**config.mk**
```make
export PLATFORM = sky130hd
export DESIGN_NAME = cache_wb2way
export DESIGN_NICKNAME = d
export VERILOG_FILES = /design/src/rtl/cwb_pkg.sv /design/src/rtl/cwb_tags.sv /design/src/rtl/cwb_data.sv /design/src/rtl/cwb_fsm.sv /design/src/rtl/cache_wb2way.sv
export SDC_FILE = /design/constraint.sdc
export NUM_CORES = 2
export LEC_CHECK = 0
export BUFFER_PORTS_ARGS = -buffer_cell sky130_fd_sc_hd__buf_2
export CORE_ASPECT_RATIO = 1.25
export CORE_MARGIN = 2
export CORE_UTILIZATION = 30
export CTS_CLUSTER_DIAMETER = 80
export DETAILED_ROUTE_END_ITERATION = 8
export GPL_ROUTABILITY_DRIVEN = 0
export GPL_TIMING_DRIVEN = 0
export SKIP_LAST_GASP = 1
export SYNTH_ARGS = -nofsm -noshare
export SYNTH_HDL_FRONTEND = slang
export SYNTH_HIERARCHICAL = 1
export SYNTH_SLANG_ARGS = --single-unit
```
**constraint.sdc**
```tcl
create_clock -name clk -period 10.25 [get_ports clk]
set_input_delay 1.025 -clock clk [delete_from_list [all_inputs] [get_ports clk]]
set_output_delay 1.025 -clock clk [all_outputs]
set_load 0.02 [all_outputs]
```
**src/rtl/cwb_pkg.sv**
```systemverilog
package cwb_pkg;
    localparam int ADDR_W     = 12;
    localparam int CAP_BYTES  = 256;
    localparam int LINE_BYTES = 32;
    localparam int WAYS       = 2;
    localparam int WORD_W     = 32;

    localparam int OFF_W  = $clog2(LINE_BYTES);
    localparam int SETS   = CAP_BYTES / LINE_BYTES / WAYS;
    localparam int IDX_W  = $clog2(SETS);
    localparam int TAG_W  = ADDR_W - IDX_W - OFF_W;
    localparam int LINE_W = LINE_BYTES * 8;
    localparam int WPL    = LINE_W / WORD_W;
    localparam int WSEL_W = $clog2(WPL);
    localparam int BE_W   = WORD_W / 8;

    typedef enum logic [1:0] {
        ST_LOOKUP = 2'd0,
        ST_EVICT  = 2'd1,
        ST_REFILL = 2'd2
    } cstate_t;
endpackage

```
**src/rtl/cwb_tags.sv**
```systemverilog
module cwb_tags
    import cwb_pkg::*;
(
    input  logic             clk,
    input  logic             rst_n,
    input  logic [IDX_W-1:0] idx,
    input  logic [TAG_W-1:0] tag,
    input  logic             touch_en,
    input  logic             touch_dirty,
    input  logic             touch_way,
    input  logic             fill_en,
    input  logic             fill_way,
    input  logic             sel_way,
    output logic             hit,
    output logic             hit_way,
    output logic             vic_way,
    output logic             vic_dirty,
    output logic [TAG_W-1:0] sel_tag
);
    logic [WAYS-1:0]  match;
    logic [WAYS-1:0]  way_valid;
    logic [WAYS-1:0]  way_dirty;
    logic [TAG_W-1:0] way_tag [WAYS];
    logic [SETS-1:0]  mru_q;

    for (genvar w = 0; w < WAYS; w++) begin : g_way
        logic [SETS-1:0]  valid_q;
        logic [SETS-1:0]  dirty_q;
        logic [TAG_W-1:0] tag_q [SETS];

        always_ff @(posedge clk or negedge rst_n) begin
            if (!rst_n) begin
                valid_q <= '0;
                dirty_q <= '0;
            end else if (fill_en && fill_way == 1'(w)) begin
                valid_q[idx] <= 1'b1;
                dirty_q[idx] <= 1'b0;
            end else if (touch_en && touch_dirty && touch_way == 1'(w)) begin
                dirty_q[idx] <= 1'b1;
            end
        end

        always_ff @(posedge clk) begin
            if (fill_en && fill_way == 1'(w)) tag_q[idx] <= tag;
        end

        assign way_valid[w] = valid_q[idx];
        assign way_dirty[w] = dirty_q[idx];
        assign way_tag[w]   = tag_q[idx];
        assign match[w]     = valid_q[idx] && (tag_q[idx] == tag);
    end

    always_ff @(posedge clk or negedge rst_n) begin
        if (!rst_n)        mru_q      <= '0;
        else if (fill_en)  mru_q[idx] <= fill_way;
        else if (touch_en) mru_q[idx] <= touch_way;
    end

    assign hit     = |match;
    assign hit_way = match[1];

    always_comb begin
        if (!way_valid[0])      vic_way = 1'b0;
        else if (!way_valid[1]) vic_way = 1'b1;
        else                    vic_way = ~mru_q[idx];
        vic_dirty = way_dirty[vic_way];
        sel_tag   = way_tag[sel_way];
    end
endmodule

```
**src/rtl/cwb_data.sv**
```systemverilog
module cwb_data
    import cwb_pkg::*;
(
    input  logic              clk,
    input  logic [IDX_W-1:0]  idx,
    input  logic              fill_en,
    input  logic              fill_way,
    input  logic [LINE_W-1:0] fill_line,
    input  logic              wr_en,
    input  logic              wr_way,
    input  logic [WSEL_W-1:0] wsel,
    input  logic [WORD_W-1:0] wdata,
    input  logic [BE_W-1:0]   be,
    input  logic              rd_way,
    input  logic              sel_way,
    output logic [WORD_W-1:0] rd_word,
    output logic [LINE_W-1:0] sel_line
);
    logic [LINE_W-1:0] way_line [WAYS];

    for (genvar w = 0; w < WAYS; w++) begin : g_way
        logic [LINE_W-1:0] lines [SETS];

        always_ff @(posedge clk) begin
            if (fill_en && fill_way == 1'(w)) begin
                lines[idx] <= fill_line;
            end else if (wr_en && wr_way == 1'(w)) begin
                for (int b = 0; b < BE_W; b++) begin
                    if (be[b]) lines[idx][int'(wsel)*WORD_W + b*8 +: 8] <= wdata[b*8 +: 8];
                end
            end
        end

        assign way_line[w] = lines[idx];
    end

    assign rd_word  = way_line[rd_way][int'(wsel)*WORD_W +: WORD_W];
    assign sel_line = way_line[sel_way];
endmodule

```
**src/rtl/cwb_fsm.sv**
```systemverilog
module cwb_fsm
    import cwb_pkg::*;
(
    input  logic    clk,
    input  logic    rst_n,
    input  logic    cpu_req,
    input  logic    hit,
    input  logic    vic_way,
    input  logic    vic_dirty,
    input  logic    mem_ready,
    output cstate_t state,
    output logic    way_q,
    output logic    mem_req,
    output logic    mem_we,
    output logic    fill_en,
    output logic    stall,
    output logic    hit_go
);
    cstate_t next;

    always_ff @(posedge clk or negedge rst_n) begin
        if (!rst_n) begin
            state <= ST_LOOKUP;
            way_q <= 1'b0;
        end else begin
            state <= next;
            if (state == ST_LOOKUP && cpu_req && !hit) way_q <= vic_way;
        end
    end

    always_comb begin
        next = state;
        unique case (state)
            ST_LOOKUP: if (cpu_req && !hit) next = vic_dirty ? ST_EVICT : ST_REFILL;
            ST_EVICT:  if (mem_ready) next = ST_REFILL;
            ST_REFILL: if (mem_ready) next = ST_LOOKUP;
            default:   next = ST_LOOKUP;
        endcase
    end

    always_comb begin
        mem_req = 1'b0;
        mem_we  = 1'b0;
        fill_en = 1'b0;
        hit_go  = 1'b0;
        stall   = 1'b1;
        unique case (state)
            ST_LOOKUP: begin
                hit_go = cpu_req && hit;
                stall  = cpu_req && !hit;
            end
            ST_EVICT: begin
                mem_req = 1'b1;
                mem_we  = 1'b1;
            end
            ST_REFILL: begin
                mem_req = 1'b1;
                fill_en = mem_ready;
            end
            default: stall = 1'b1;
        endcase
    end
endmodule

```
**src/rtl/cache_wb2way.sv**
```systemverilog
module cache_wb2way
    import cwb_pkg::*;
(
    input  logic              clk,
    input  logic              rst_n,
    input  logic              cpu_req,
    input  logic              cpu_we,
    input  logic [ADDR_W-1:0] cpu_addr,
    input  logic [WORD_W-1:0] cpu_wdata,
    input  logic [BE_W-1:0]   cpu_be,
    output logic [WORD_W-1:0] cpu_rdata,
    output logic              cpu_stall,
    output logic              mem_req,
    output logic              mem_we,
    output logic [ADDR_W-1:0] mem_addr,
    output logic [LINE_W-1:0] mem_wdata,
    input  logic              mem_ready,
    input  logic [LINE_W-1:0] mem_rdata
);
    logic [TAG_W-1:0]  a_tag;
    logic [IDX_W-1:0]  a_idx;
    logic [WSEL_W-1:0] a_wsel;
    logic              hit, hit_way, vic_way, vic_dirty, way_q, fill_en, hit_go;
    logic [TAG_W-1:0]  sel_tag;
    cstate_t           state;

    assign a_tag  = cpu_addr[ADDR_W-1 -: TAG_W];
    assign a_idx  = cpu_addr[OFF_W +: IDX_W];
    assign a_wsel = cpu_addr[OFF_W-1 -: WSEL_W];

    cwb_tags u_tags (
        .clk(clk), .rst_n(rst_n), .idx(a_idx), .tag(a_tag),
        .touch_en(hit_go), .touch_dirty(cpu_we), .touch_way(hit_way),
        .fill_en(fill_en), .fill_way(way_q), .sel_way(way_q),
        .hit(hit), .hit_way(hit_way), .vic_way(vic_way),
        .vic_dirty(vic_dirty), .sel_tag(sel_tag)
    );

    cwb_data u_data (
        .clk(clk), .idx(a_idx), .fill_en(fill_en), .fill_way(way_q),
        .fill_line(mem_rdata), .wr_en(hit_go && cpu_we), .wr_way(hit_way),
        .wsel(a_wsel), .wdata(cpu_wdata), .be(cpu_be), .rd_way(hit_way),
        .sel_way(way_q), .rd_word(cpu_rdata), .sel_line(mem_wdata)
    );

    cwb_fsm u_fsm (
        .clk(clk), .rst_n(rst_n), .cpu_req(cpu_req), .hit(hit),
        .vic_way(vic_way), .vic_dirty(vic_dirty), .mem_ready(mem_ready),
        .state(state), .way_q(way_q), .mem_req(mem_req), .mem_we(mem_we),
        .fill_en(fill_en), .stall(cpu_stall), .hit_go(hit_go)
    );

    assign mem_addr = {(state == ST_EVICT) ? sel_tag : a_tag, a_idx, {OFF_W{1'b0}}};
endmodule

```
==> out/qor.csv <==
stage;metric;value;unit
placed_design;DP Wirelength;335000;um
floorplan;chip width;500;um
timing;fin crit share;0.900;
floorplan;Die Ht;624;um
clock_network;clock-pin slew on the worst setup and hold paths;0.06;ns
clock_network;TritonCTS clock tree;done;
power;pwr/cell area;214;nW/um^2
worst_setup_path;reg-to-reg startpoint;u_tags/g_way[1].tag_q[1][4]$_DFFE_PP_;
global_routing;initial antenna violation count;225;
detailed_routing;DRC;11;
yosys;EDFF count, synth;2088;
global_routing;first-pass GRT wire length;564000;um
global_routing;vias in the first global route;58500;
finish;most frequent cells in the layout;2088 x edfxtp_1, 694 x buf_2, 665 x nand2_1;
worst_setup_path;CP Max Fanout;14;
finish;commonest non-fill, non-tap cell in the layout;edfxtp_1;
timing;setup violation total in the final timing report;0;
floorplan;die area;312000;um^2
worst_setup_path;crit path max-delay cell type;buf_2;
floorplan;core area;306000;um^2
yosys;share of the synthesized area in the top cell type;0.680;
detailed_routing;1st-iter DRT viols;12500;
clock_network;post-cts sizing count;0;
worst_setup_path;path depth of the worst reg2reg path;13;
worst_setup_path;Crit path required time;9.23;ns
timing;measured slew at the worst slew-check pin;1.82;ns
finish;nets@finish;6486;
detailed_routing;Post-Route WL;447000;um
yosys;sequential-to-total area share from yosys stat;0.687;
yosys;synth unique cells;60;
worst_setup_path;Arr. time, crit path;8.20;ns
timing;final hold violation count;0;
timing;Max transition margin;-0.216;
yosys;dominant cells by area after synthesis;edfxtp_1 68%, mux4_2 14%, mux2_2 4.7%;
global_routing;GRT Overall Usage;0.278;
yosys;Post-Synthesis Cells;5331;
status;violated checks;design-rule violations, max-capacitance violations, max-slew violations;
clock_network;TritonCTS buffer count;211;
floorplan;io pins;612;
worst_setup_path;Reg2Reg Setup Slack;3.64;ns
status;run status;finished with violations;
yosys;FF+latch count, synth;2111;
worst_setup_path;Setup crit end kind;output port;
detailed_routing;Routed Antenna Nets;0;
power;leakage dissipation;35.9;nW
clock_network;Clock Sinks;2111;
timing;Max Slew Vio Count;250;
worst_setup_path;Critical R2R Capture;u_data/g_way[0].lines[3][234]$_DFFE_PP_;
clock_network;Post-CTS Setup Bufs;0;
min_path;Min-Delay Path Class;in2async;
global_routing;pin count of the biggest net entering global routing;24;
clock_network;htree depth;4;
timing;Final Critical Period;9.23;ns
detailed_routing;vias;63900;
worst_setup_path;most frequent CP cell;buf_2;
clock_network;CTS max path bufs;3;
finish;Fill cells;29000;
yosys;Post-synth top flop;edfxtp_1;
detailed_routing;DR vias/cell;6.12;
yosys;netlist area before placement;92100;um^2
clock_network;root buffer cell;clkbuf_16;
global_routing;GRT overflow;0;
placed_design;IO buf count;601;
power;Max VDD drop;152;uV
floorplan;Starting Density;0.301;
yosys;leading area contributor after synthesis;edfxtp_1;
yosys;post-synthesis average cell area;17.3;um^2
worst_setup_path;critical path class;in2out;
floorplan;# rows;227;
timing;unrepaired setup endpoints after global routing;false;
finish;ratio of cells with drive above 1 in the final layout;0.331;
clock_network;# hold bufs at CTS;0;
job;max-cap violations;24;
finish;area grow syn2layout;16.9;%
clock_network;clk_lat worst skew;0.91;ns
yosys;Yosys warning total;6;
detailed_routing;WL/cell;42.8;um
yosys;ys async rst share;0.0109;
timing;fmax;0.108;GHz
power;Pwr Total;23.1;mW
worst_setup_path;crit path cell chain;buf_2 -> buf_6 -> mux4_1 -> xnor2_1 -> and3_1 -> inv_2 -> buf_2 -> buf_2 -> buf_2 -> mux2i_1 -> o22ai_1 -> a21oi_1 -> o22ai_1 -> buf_2;
timing;TNS Setup;0;ns
detailed_routing;drt first pass iters;9;
timing;clk_skew;0.0421;ns
worst_setup_path;Largest stage delay, worst path;1.02;ns
worst_setup_path;startpoint types;input port;
==> worst max-delay path by stage <==
| stage | start | slack (ns) | to |
|---|---|---|---|
| after global routing | cpu_addr[5] | 1.38 | cpu_rdata[25] |
| final | cpu_addr[5] | 1.02 | cpu_rdata[26] |
| after CTS | cpu_addr[5] | 1.57 | cpu_rdata[26] |
| after global placement | cpu_addr[5] | 1.58 | cpu_rdata[26] |
| after floorplan | cpu_addr[5] | 5.17 | cpu_rdata[15] |
| after detailed placement | cpu_addr[5] | 1.57 | cpu_rdata[26] |
==> Yosys cell counts, drive strengths merged (2+ instances only) <==
library cell     n
clkbuf         251
a21oi          230
o21ai          425
nor2           102
ha              12
edfxtp        2088
mux4           597
inv              9
a211oi           2
o211ai           3
nand3           72
nor4             3
dfrtp           23
a31oi           12
nand4b           2
nand2b          11
a221oi           3
mux2i          100
xnor2            4
a22oi            8
and3            24
and2            16
xor2             8
buf            163
nor3            14
o221ai           2
or2             10
mux2           388
a32oi           31
o22ai           21
and4             6
nor2b           10
nand2          665
nor3b            3
==> per-layer routing <==
| metal | vias to the layer above | part of all wire | track usage | wire length (um) |
|---|---|---|---|---|
| li1 | 23100 | - | - | - |
| met1 | 32600 | 0.31 | 0.316 | 140000 |
| met2 | 6453 | 0.42 | 0.395 | 186000 |
| met3 | 1656 | 0.16 | 0.123 | 71700 |
| met4 | 104 | 0.11 | 0.248 | 48900 |
| met5 | - | 0.0015 | 0.000155 | 649 |
==> through the flow <==
step | hold WS, ns | instances | cell area [um^2] | util | worst slack (ns)
global placement | 0.441 | 9943 | 100000 | 0.328 | 1.58
detailed placement | 0.444 | 9956 | 101000 | 0.329 | 1.57
CTS | 0.0902 | 10400 | 107000 | 0.352 | 1.57
finish | 0.110 | 10400 | 108000 | 0.352 | 1.02
global route | 0.134 | 10400 | 108000 | 0.352 | 1.38
floorplan | 0.424 | 5335 | 92200 | - | 5.17
==> flip-flops by register name, indices dropped and copies added (netlist names), named ones only <==
| name | count |
|---|---|
| u_data/g_way.lines | 2048 |
| u_tags/g_way.tag_q | 40 |
| u_tags/g_way.valid_q | 8 |
| u_tags/mru_q | 4 |
| u_fsm/state | 2 |
| u_fsm/way_q | 1 |
==> critical path: cells and delay by family <==
family | cells | cell delay (ns)
AND/OR/NAND/NOR | 1 | 0.52
AO/OA/AOI/OAI | 3 | 1.60
multiplexers | 2 | 0.95
XOR/XNOR | 1 | 0.16
buffers and inverters | 7 | 3.84
==> cell type report <==
cell class	count	area (um^2)	area share
plain buffers	414	1920	0.0178
clock buffers	250	5470	0.0508
clock inverters	144	1450	0.0135
repair buffers	617	3350	0.0311
multi-input cells	2801	27000	0.251
inverters	9	33.8	0.000314
diodes	84	210	0.00195
well taps	4007	5010	0.0465
flip-flops and latches	2111	63300	0.587
==> report_power, final <==
group | internal, mW | switching (mW) | total (mW)
clock | 4.38 | 3.45 | 7.83
sequential | 9.99 | 0.106 | 10.1
combinational | 1.36 | 3.78 | 5.13
==> cell families (layout without fill, tap and decap cells) <==
| group | after synthesis | count (layout) | synth area share |
|---|---|---|---|
| muxes | 1085 | 1085 | 0.204 |
| AOI/OAI and AO/OA | 746 | 746 | 0.0432 |
| adders and majority gates | 12 | 12 | 0.00163 |
| buffers and inverters | 423 | 1434 | 0.0205 |
| xor gates and xnor gates | 12 | 12 | 0.00114 |
| DFF | 2111 | 2111 | 0.687 |
| other | 1 | 89 | 0.0000407 |
| and+or+nand+nor | 941 | 941 | 0.0423 |
No activity file was read; power rests on OpenSTA's default activity.
